`src/rtl/amp_dither_pkg.sv`:
```
package amp_dither_pkg;
  localparam int unsigned DEF_IN_W   = 16;
  localparam int unsigned DEF_AMP_W  = 16;
  localparam int unsigned DEF_OUT_W  = 12;
  localparam int unsigned DEF_LFSR_W = 16;
  localparam logic [15:0] DEF_TAPS   = 16'hB400;
  localparam logic [15:0] DEF_SEED   = 16'hACE1;
endpackage

```
`src/rtl/ad_lfsr.sv`:
```
module ad_lfsr #(
  parameter int unsigned W = 16,
  parameter logic [W-1:0] TAPS = '1,
  parameter logic [W-1:0] SEED = 1
) (
  input  logic         clk,
  input  logic         rst,
  input  logic         adv,
  output logic [W-1:0] state
);
  logic [W-1:0] nxt;

  always_comb begin
    nxt = {1'b0, state[W-1:1]};
    if (state[0]) nxt = nxt ^ TAPS;
  end

  always_ff @(posedge clk) begin
    if (rst)      state <= SEED;
    else if (adv) state <= nxt;
  end
endmodule

```
`src/rtl/ad_mul_stage.sv`:
```
module ad_mul_stage #(
  parameter int unsigned IN_W = 16,
  parameter int unsigned AMP_W = 16,
  parameter int unsigned DITH_W = 3
) (
  input  logic                   clk,
  input  logic                   rst,
  input  logic                   vld_i,
  input  logic signed [IN_W-1:0] sample_i,
  input  logic [AMP_W-1:0]       amp_i,
  input  logic [DITH_W-1:0]      dith_i,
  input  logic                   den_i,
  output logic                   vld_o,
  output logic signed [IN_W-1:0] scaled_o,
  output logic [DITH_W-1:0]      dith_o
);
  localparam int unsigned PW = IN_W + AMP_W + 1;

  logic signed [PW-1:0] a_ext, b_ext, prod;

  assign a_ext = $signed({{(AMP_W+1){sample_i[IN_W-1]}}, sample_i});
  assign b_ext = $signed({{(IN_W+1){1'b0}}, amp_i});
  assign prod  = a_ext * b_ext;

  always_ff @(posedge clk) begin
    if (rst) begin
      vld_o    <= 1'b0;
      scaled_o <= '0;
      dith_o   <= '0;
    end else begin
      vld_o <= vld_i;
      if (vld_i) begin
        scaled_o <= prod[AMP_W +: IN_W];
        dith_o   <= den_i ? dith_i : '0;
      end
    end
  end
endmodule

```
`src/rtl/ad_quant_stage.sv`:
```
module ad_quant_stage #(
  parameter int unsigned IN_W = 16,
  parameter int unsigned OUT_W = 12,
  parameter int unsigned DITH_W = 3
) (
  input  logic                    clk,
  input  logic                    rst,
  input  logic                    vld_i,
  input  logic signed [IN_W-1:0]  scaled_i,
  input  logic [DITH_W-1:0]       dith_i,
  output logic                    vld_o,
  output logic signed [OUT_W-1:0] code_o
);
  localparam int unsigned SW = IN_W + 1;
  localparam logic signed [IN_W-1:0] POS_MAX = {1'b0, {(IN_W-1){1'b1}}};
  localparam logic signed [IN_W-1:0] NEG_MIN = {1'b1, {(IN_W-1){1'b0}}};

  logic signed [SW-1:0]   sum;
  logic signed [IN_W-1:0] sat;

  assign sum = $signed({scaled_i[IN_W-1], scaled_i})
             + $signed({{(SW-DITH_W){1'b0}}, dith_i});

  always_comb begin
    if (sum[SW-1] == sum[SW-2]) sat = sum[IN_W-1:0];
    else if (!sum[SW-1])        sat = POS_MAX;
    else                        sat = NEG_MIN;
  end

  always_ff @(posedge clk) begin
    if (rst) begin
      vld_o  <= 1'b0;
      code_o <= '0;
    end else begin
      vld_o <= vld_i;
      if (vld_i) code_o <= sat[IN_W-1 -: OUT_W];
    end
  end
endmodule

```
`src/rtl/amp_dither_scaler.sv`:
```
module amp_dither_scaler
  import amp_dither_pkg::*;
#(
  parameter int unsigned IN_W   = DEF_IN_W,
  parameter int unsigned AMP_W  = DEF_AMP_W,
  parameter int unsigned OUT_W  = DEF_OUT_W,
  parameter int unsigned LFSR_W = DEF_LFSR_W,
  parameter logic [LFSR_W-1:0] TAPS = DEF_TAPS,
  parameter logic [LFSR_W-1:0] SEED = DEF_SEED
) (
  input  logic             clk,
  input  logic             rst,
  input  logic             in_valid,
  input  logic [IN_W-1:0]  in_sample,
  input  logic [AMP_W-1:0] amp_word,
  input  logic             dither_en,
  output logic             out_valid,
  output logic [OUT_W-1:0] out_code
);
  localparam int unsigned DROP_W = IN_W - OUT_W;
  localparam int unsigned DITH_W = DROP_W - 1;

  logic [LFSR_W-1:0]      lfsr_q;
  logic                   s1_valid;
  logic signed [IN_W-1:0] s1_scaled;
  logic [DITH_W-1:0]      s1_dith;
  logic signed [OUT_W-1:0] code_s;

  ad_lfsr #(.W(LFSR_W), .TAPS(TAPS), .SEED(SEED)) u_lfsr (
    .clk(clk), .rst(rst), .adv(in_valid), .state(lfsr_q)
  );

  ad_mul_stage #(.IN_W(IN_W), .AMP_W(AMP_W), .DITH_W(DITH_W)) u_mul (
    .clk(clk), .rst(rst), .vld_i(in_valid), .sample_i($signed(in_sample)),
    .amp_i(amp_word), .dith_i(lfsr_q[DITH_W-1:0]), .den_i(dither_en),
    .vld_o(s1_valid), .scaled_o(s1_scaled), .dith_o(s1_dith)
  );

  ad_quant_stage #(.IN_W(IN_W), .OUT_W(OUT_W), .DITH_W(DITH_W)) u_quant (
    .clk(clk), .rst(rst), .vld_i(s1_valid), .scaled_i(s1_scaled),
    .dith_i(s1_dith), .vld_o(out_valid), .code_o(code_s)
  );

  assign out_code = code_s;
endmodule

```
`config.mk`:
```
export PLATFORM = sky130hd
export DESIGN_NAME = amp_dither_scaler
export DESIGN_NICKNAME = d
export VERILOG_FILES = /design/src/rtl/amp_dither_pkg.sv /design/src/rtl/ad_lfsr.sv /design/src/rtl/ad_mul_stage.sv /design/src/rtl/ad_quant_stage.sv /design/src/rtl/amp_dither_scaler.sv
export SDC_FILE = /design/constraint.sdc
export NUM_CORES = 1
export LEC_CHECK = 0
export CORE_UTILIZATION = 56
export DETAILED_ROUTE_END_ITERATION = 7
export GPL_TIMING_DRIVEN = 0
export PLACE_DENSITY = 0.75
export SETUP_SLACK_MARGIN = 0.1
export SKIP_LAST_GASP = 1
export SYNTH_ARGS = -nofsm -noshare
export SYNTH_HDL_FRONTEND = slang
export SYNTH_HIERARCHICAL = 1
export SYNTH_SLANG_ARGS = --single-unit
```
`constraint.sdc`:
```
create_clock -name clk -period 13.25 [get_ports clk]
set_clock_uncertainty 0.2 [all_clocks]
set_input_delay 1.9875 -clock clk [delete_from_list [all_inputs] [get_ports clk]]
set_output_delay 1.9875 -clock clk [all_outputs]
set_load 0.1 [all_outputs]
```
Word level (Yosys, flattened, before mapping)
Index checks and enable logic that the tools add are counted.
{"block": "word_totals", "ff_bits": 49, "output_inout_bits": 13, "elab_cells": 14, "inputBits": 36}
{"block": "classes", "n_eq_ne": 1, "bitwise_logic": 1, "addsub": 1, "mul": 1, "muxes": 4}
{"operator": "$mux 16", "count": 3}
{"operator": "$mul 16x17->32", "count": 1}
{"operator": "$add 16x4->17", "count": 1}
{"operator": "$not 3->4", "count": 1}
{"operator": "$mux 3", "count": 1}
{"operator": "$eq 1x1->1", "count": 1}

Logic depth before layout (Yosys ltp)
Gate-level depths: netlist of run 1.
{"block": "depth", "ltp_word": 3, "ltp_mapped": 22}

Hierarchy
The synthesis of run 1 kept the hierarchy.
{"module": "ad_mul_stage", "instances": 1, "cells_each": 1074, "seq_area_each_um2": 400.4, "area_per_inst_um2": 9431.5}
{"module": "ad_quant_stage", "instances": 1, "cells_each": 90, "seq_area_each_um2": 260.2, "area_per_inst_um2": 763.2}
{"module": "ad_lfsr", "instances": 1, "cells_each": 69, "seq_area_each_um2": 320.3, "area_per_inst_um2": 728.2}

Least setup slack after synthesis of run 1
OpenSTA, ideal clock, no wires.
{"block": "synth_timing", "path_type": "input to register", "startpoint": "input port in_sample[1]", "endpoint": "register u_mul.scaled_o[12]", "setup_slack_ps": 5978, "arrival_ps": 6956, "cell_stages": 19, "path_cell_list": "clkbuf_1 nand2_1 fa_1 fa_1 fa_1 inv_1 fa_1 fa_1 inv_1 fa_1 inv_1 ha_1 a21oi_1 o21ai_1 a211oi_1 a41oi_2 a211oi_2 xnor2_1 a22o_1"}
{"block": "synth_between", "elab_chain_cells": 1}
{"element": "from (decl)", "line_no": "amp_dither_scaler.sv:14", "source": "input logic [IN_W-1:0] in_sample,"}
{"element": "$mul 16x17->32", "line_no": "ad_mul_stage.sv:23", "source": "assign prod = a_ext * b_ext;"}
{"element": "to (signal assigned)", "line_no": "ad_mul_stage.sv:33", "source": "scaled_o <= prod[AMP_W +: IN_W];"}
{"element": "to (decl)", "line_no": "ad_mul_stage.sv:14", "source": "output logic signed [IN_W-1:0] scaled_o,"}
No other way between the ends.
A chain may end at the register's enable or synchronous reset.

Final worst setup path of run 1
{"block": "layout_timing", "startpoint": "input port amp_word[8]", "endpoint": "register u_mul.scaled_o[8]"}
{"block": "layout_between", "elab_chain_cells": 1}
{"element": "from (decl)", "line_no": "amp_dither_scaler.sv:15", "source": "input logic [AMP_W-1:0] amp_word,"}
{"element": "$mul 16x17->32", "line_no": "ad_mul_stage.sv:23"}
No other way between the ends.

==> impl_metrics.json, run 1 <==
{
  "syn_nets": 1568,
  "io_buffers": 48,
  "rsz0062_at_grt": "false",
  "relSlewSlack_pct": 35.1,
  "ant_nets": 0,
  "holdBufCountCts": 0,
  "ioPinCount": 49,
  "totalWireLength_mm": 26.3,
  "min_period_ns": 8.59,
  "antenna_cells": 0,
  "hold_path_class": "flip-flop to flip-flop",
  "crit_required_ns": 13.23,
  "post-route-drc-count": 0,
  "cts_tree": "done",
  "hpwl_mm": 21.6,
  "start_kind": "input port",
  "viasPerCell": 5.51,
  "stdcell_area_sq_um": 11800,
  "postCtsSetupRepairBufs": 0,
  "max_freq_mhz": 116,
  "synthesis.instances": 1223,
  "fin_nets": 1623,
  "drt_iter0_markers": 546,
  "path_max_fanout": 10,
  "drtPass1Iterations": 5,
  "vias": 8474,
  "core_area_sq_um": 18800,
  "cts_repair_resize_count": 0,
  "clock_latency_ns": 0.29,
  "grt_max_degree": 15,
  "period_share_pct": 64.8,
  "setup_viol": 0,
  "first_global_vias": 8761,
  "synth_area_sq_um": 10800,
  "drive_gt1_share_pct": 4.38,
  "placed_area_sq_um": 11700,
  "die-area_sq_um": 19900,
  "cts_made_buffers": 5,
  "synth_warnings": 6,
  "post_drt_wl_per_cell_um": 17.1,
  "cts.sinks": 49,
  "grt_overflow": 0,
  "syn_area_per_cell_sq_um": 8.87,
  "grt_usage_pct": 28.7,
  "die_w_um": 141,
  "dieHeight_um": 141,
  "critPathKind": "input port to flip-flop",
  "endpoint_kind": "flip-flop",
  "worst_slew_pin_slew_ns": 0.970,
  "hold_viol": 0,
  "grt_pass1_wl_mm": 44.0,
  "gp_congestion": 0.959,
  "path_clk_slew_ns": 0.06,
  "crit_arrival_ns": 8.57,
  "clock-root-buffer": "clkbuf_16",
  "cap_violations": 0,
  "std_cell_rows": 50,
  "slew_violations": 0,
  "status": "completed",
  "htree_levels": 2,
  "initial_core_util_pct": 57.6,
  "cts_buffer_depth": 2,
  "setup_tns_ns": 0,
  "syn2layout_area_growth_pct": 8.71,
  "antenna_found_initial": 0,
  "fillers": 1658
}
-- flip-flops by register name, indices dropped and copies added, names as in the netlist --
| register | count |
|---|---|
| u_mul/dith_o | 3 |
| u_lfsr/state | 16 |
| u_mul/scaled_o | 16 |
| u_quant/code_o | 12 |
| u_quant/vld_o | 1 |
| u_mul/vld_o | 1 |
-- cell usage in the layout, fill, tap and decap left out, types with 4 or more instances in the layout --
cell type / instances
a211o_1: 10
a211oi_1: 8
a211oi_2: 5
a21o_1: 5
a21oi_1: 35
a21oi_2: 4
a22o_1: 6
a31oi_1: 5
and2_1: 119
and2b_2: 4
and3_1: 7
clkbuf_1: 37
clkbuf_16: 5
clkbuf_8: 4
clkdlybuf4s50_1: 48
dfxtp_1: 49
fa_1: 193
ha_1: 116
inv_1: 243
mux2i_1: 12
nand2_1: 152
nand2b_1: 11
nand3_1: 16
nand4_1: 7
nor2_1: 55
nor2b_1: 4
nor3_1: 5
nor3b_1: 7
o211ai_1: 4
o21ai_0: 13
o21ai_1: 7
o21bai_1: 5
xnor2_1: 17
xor2_1: 7
-- worst paths after layout --
kind | start | endpoint | slack (ns) | cells past startpoint
worst min-delay path | u_quant/code_o[7]$_SDFFE_PP0P_ | u_quant/code_o[7]$_SDFFE_PP0P_ | 0.26 | 2
worst max-delay path | amp_word[8] | u_mul/scaled_o[8]$_SDFFE_PP0P_ | 4.66 | 20
worst max register to register | u_mul/dith_o[2]$_SDFFE_PP0P_ | u_quant/code_o[0]$_SDFFE_PP0P_ | 11.08 | 6
worst min register to register | u_quant/code_o[7]$_SDFFE_PP0P_ | u_quant/code_o[7]$_SDFFE_PP0P_ | 0.26 | 2
-- routing by layer --
metal | track usage (%) | up-vias | share of wire [%] | routed length [um]
met3 | 4.42 | 66 | 8.0 | 2120
met1 | 38.1 | 4174 | 41 | 10800
met5 | 0 | - | 0 | 0
met4 | 11.3 | 0 | 3.8 | 986
met2 | 47.2 | 336 | 47 | 12400
li1 | - | 3898 | - | -
-- worst max-delay path: stages --
cell and delay, ns:
clkdlybuf4s50_1 0.70, clkbuf_1 0.60, nand2_1 0.18, fa_1 0.53
fa_1 0.47, fa_1 0.53, fa_1 0.55, inv_1 0.05
fa_1 0.48, inv_1 0.06, fa_1 0.50, inv_1 0.05
ha_1 0.35, nand3_1 0.15, nor4_1 0.35, a41oi_1 0.13
a41oi_2 0.39, a21oi_1 0.14, xnor2_1 0.15, a22o_1 0.21
-- stage by stage --
stage	setup slack [ns]	hold WS [ns]	cells	util (%)
finish	4.66	0.261	1539	62.6
floorplan	5.98	0.231	1223	-
global route	4.44	0.287	1539	62.6
global placement	4.56	0.249	1531	61.9
CTS	4.78	0.267	1539	62.6
detailed placement	4.45	0.254	1531	61.9
-- final cells by class --
cell class | count | area [sq um] | share of cell area (%)
Buffer | 49 | 277 | 2.34
Clock buffer | 6 | 129 | 1.09
Timing Repair Buffer | 48 | 480 | 4.07
Sequential cell | 49 | 981 | 8.32
Clock inverter | 2 | 10.0 | 0.0849
Inverter | 243 | 912 | 7.73
Tap cell | 260 | 325 | 2.76
Multi-Input combinational cell | 882 | 8680 | 73.6
Power of run 1 is not shown: default switching activity piles up to over one toggle a cycle in this logic, so the estimate is an artifact.
==> inputs of run 2 (changes only) <==
Clock period 13.25 ns to 8.79 ns, I/O delays scaled along.
==> results of run 2 <==
Same layout as run 1 (identical final DEF). Status: completed.
Main changes from that run: setup slack after placement 4.45 ns -> 0.663 ns; setup slack after layout 4.66 ns -> 0.871 ns; register-to-register setup slack 11.08 ns -> 6.62 ns
Power of run 2 is left out for the same reason.
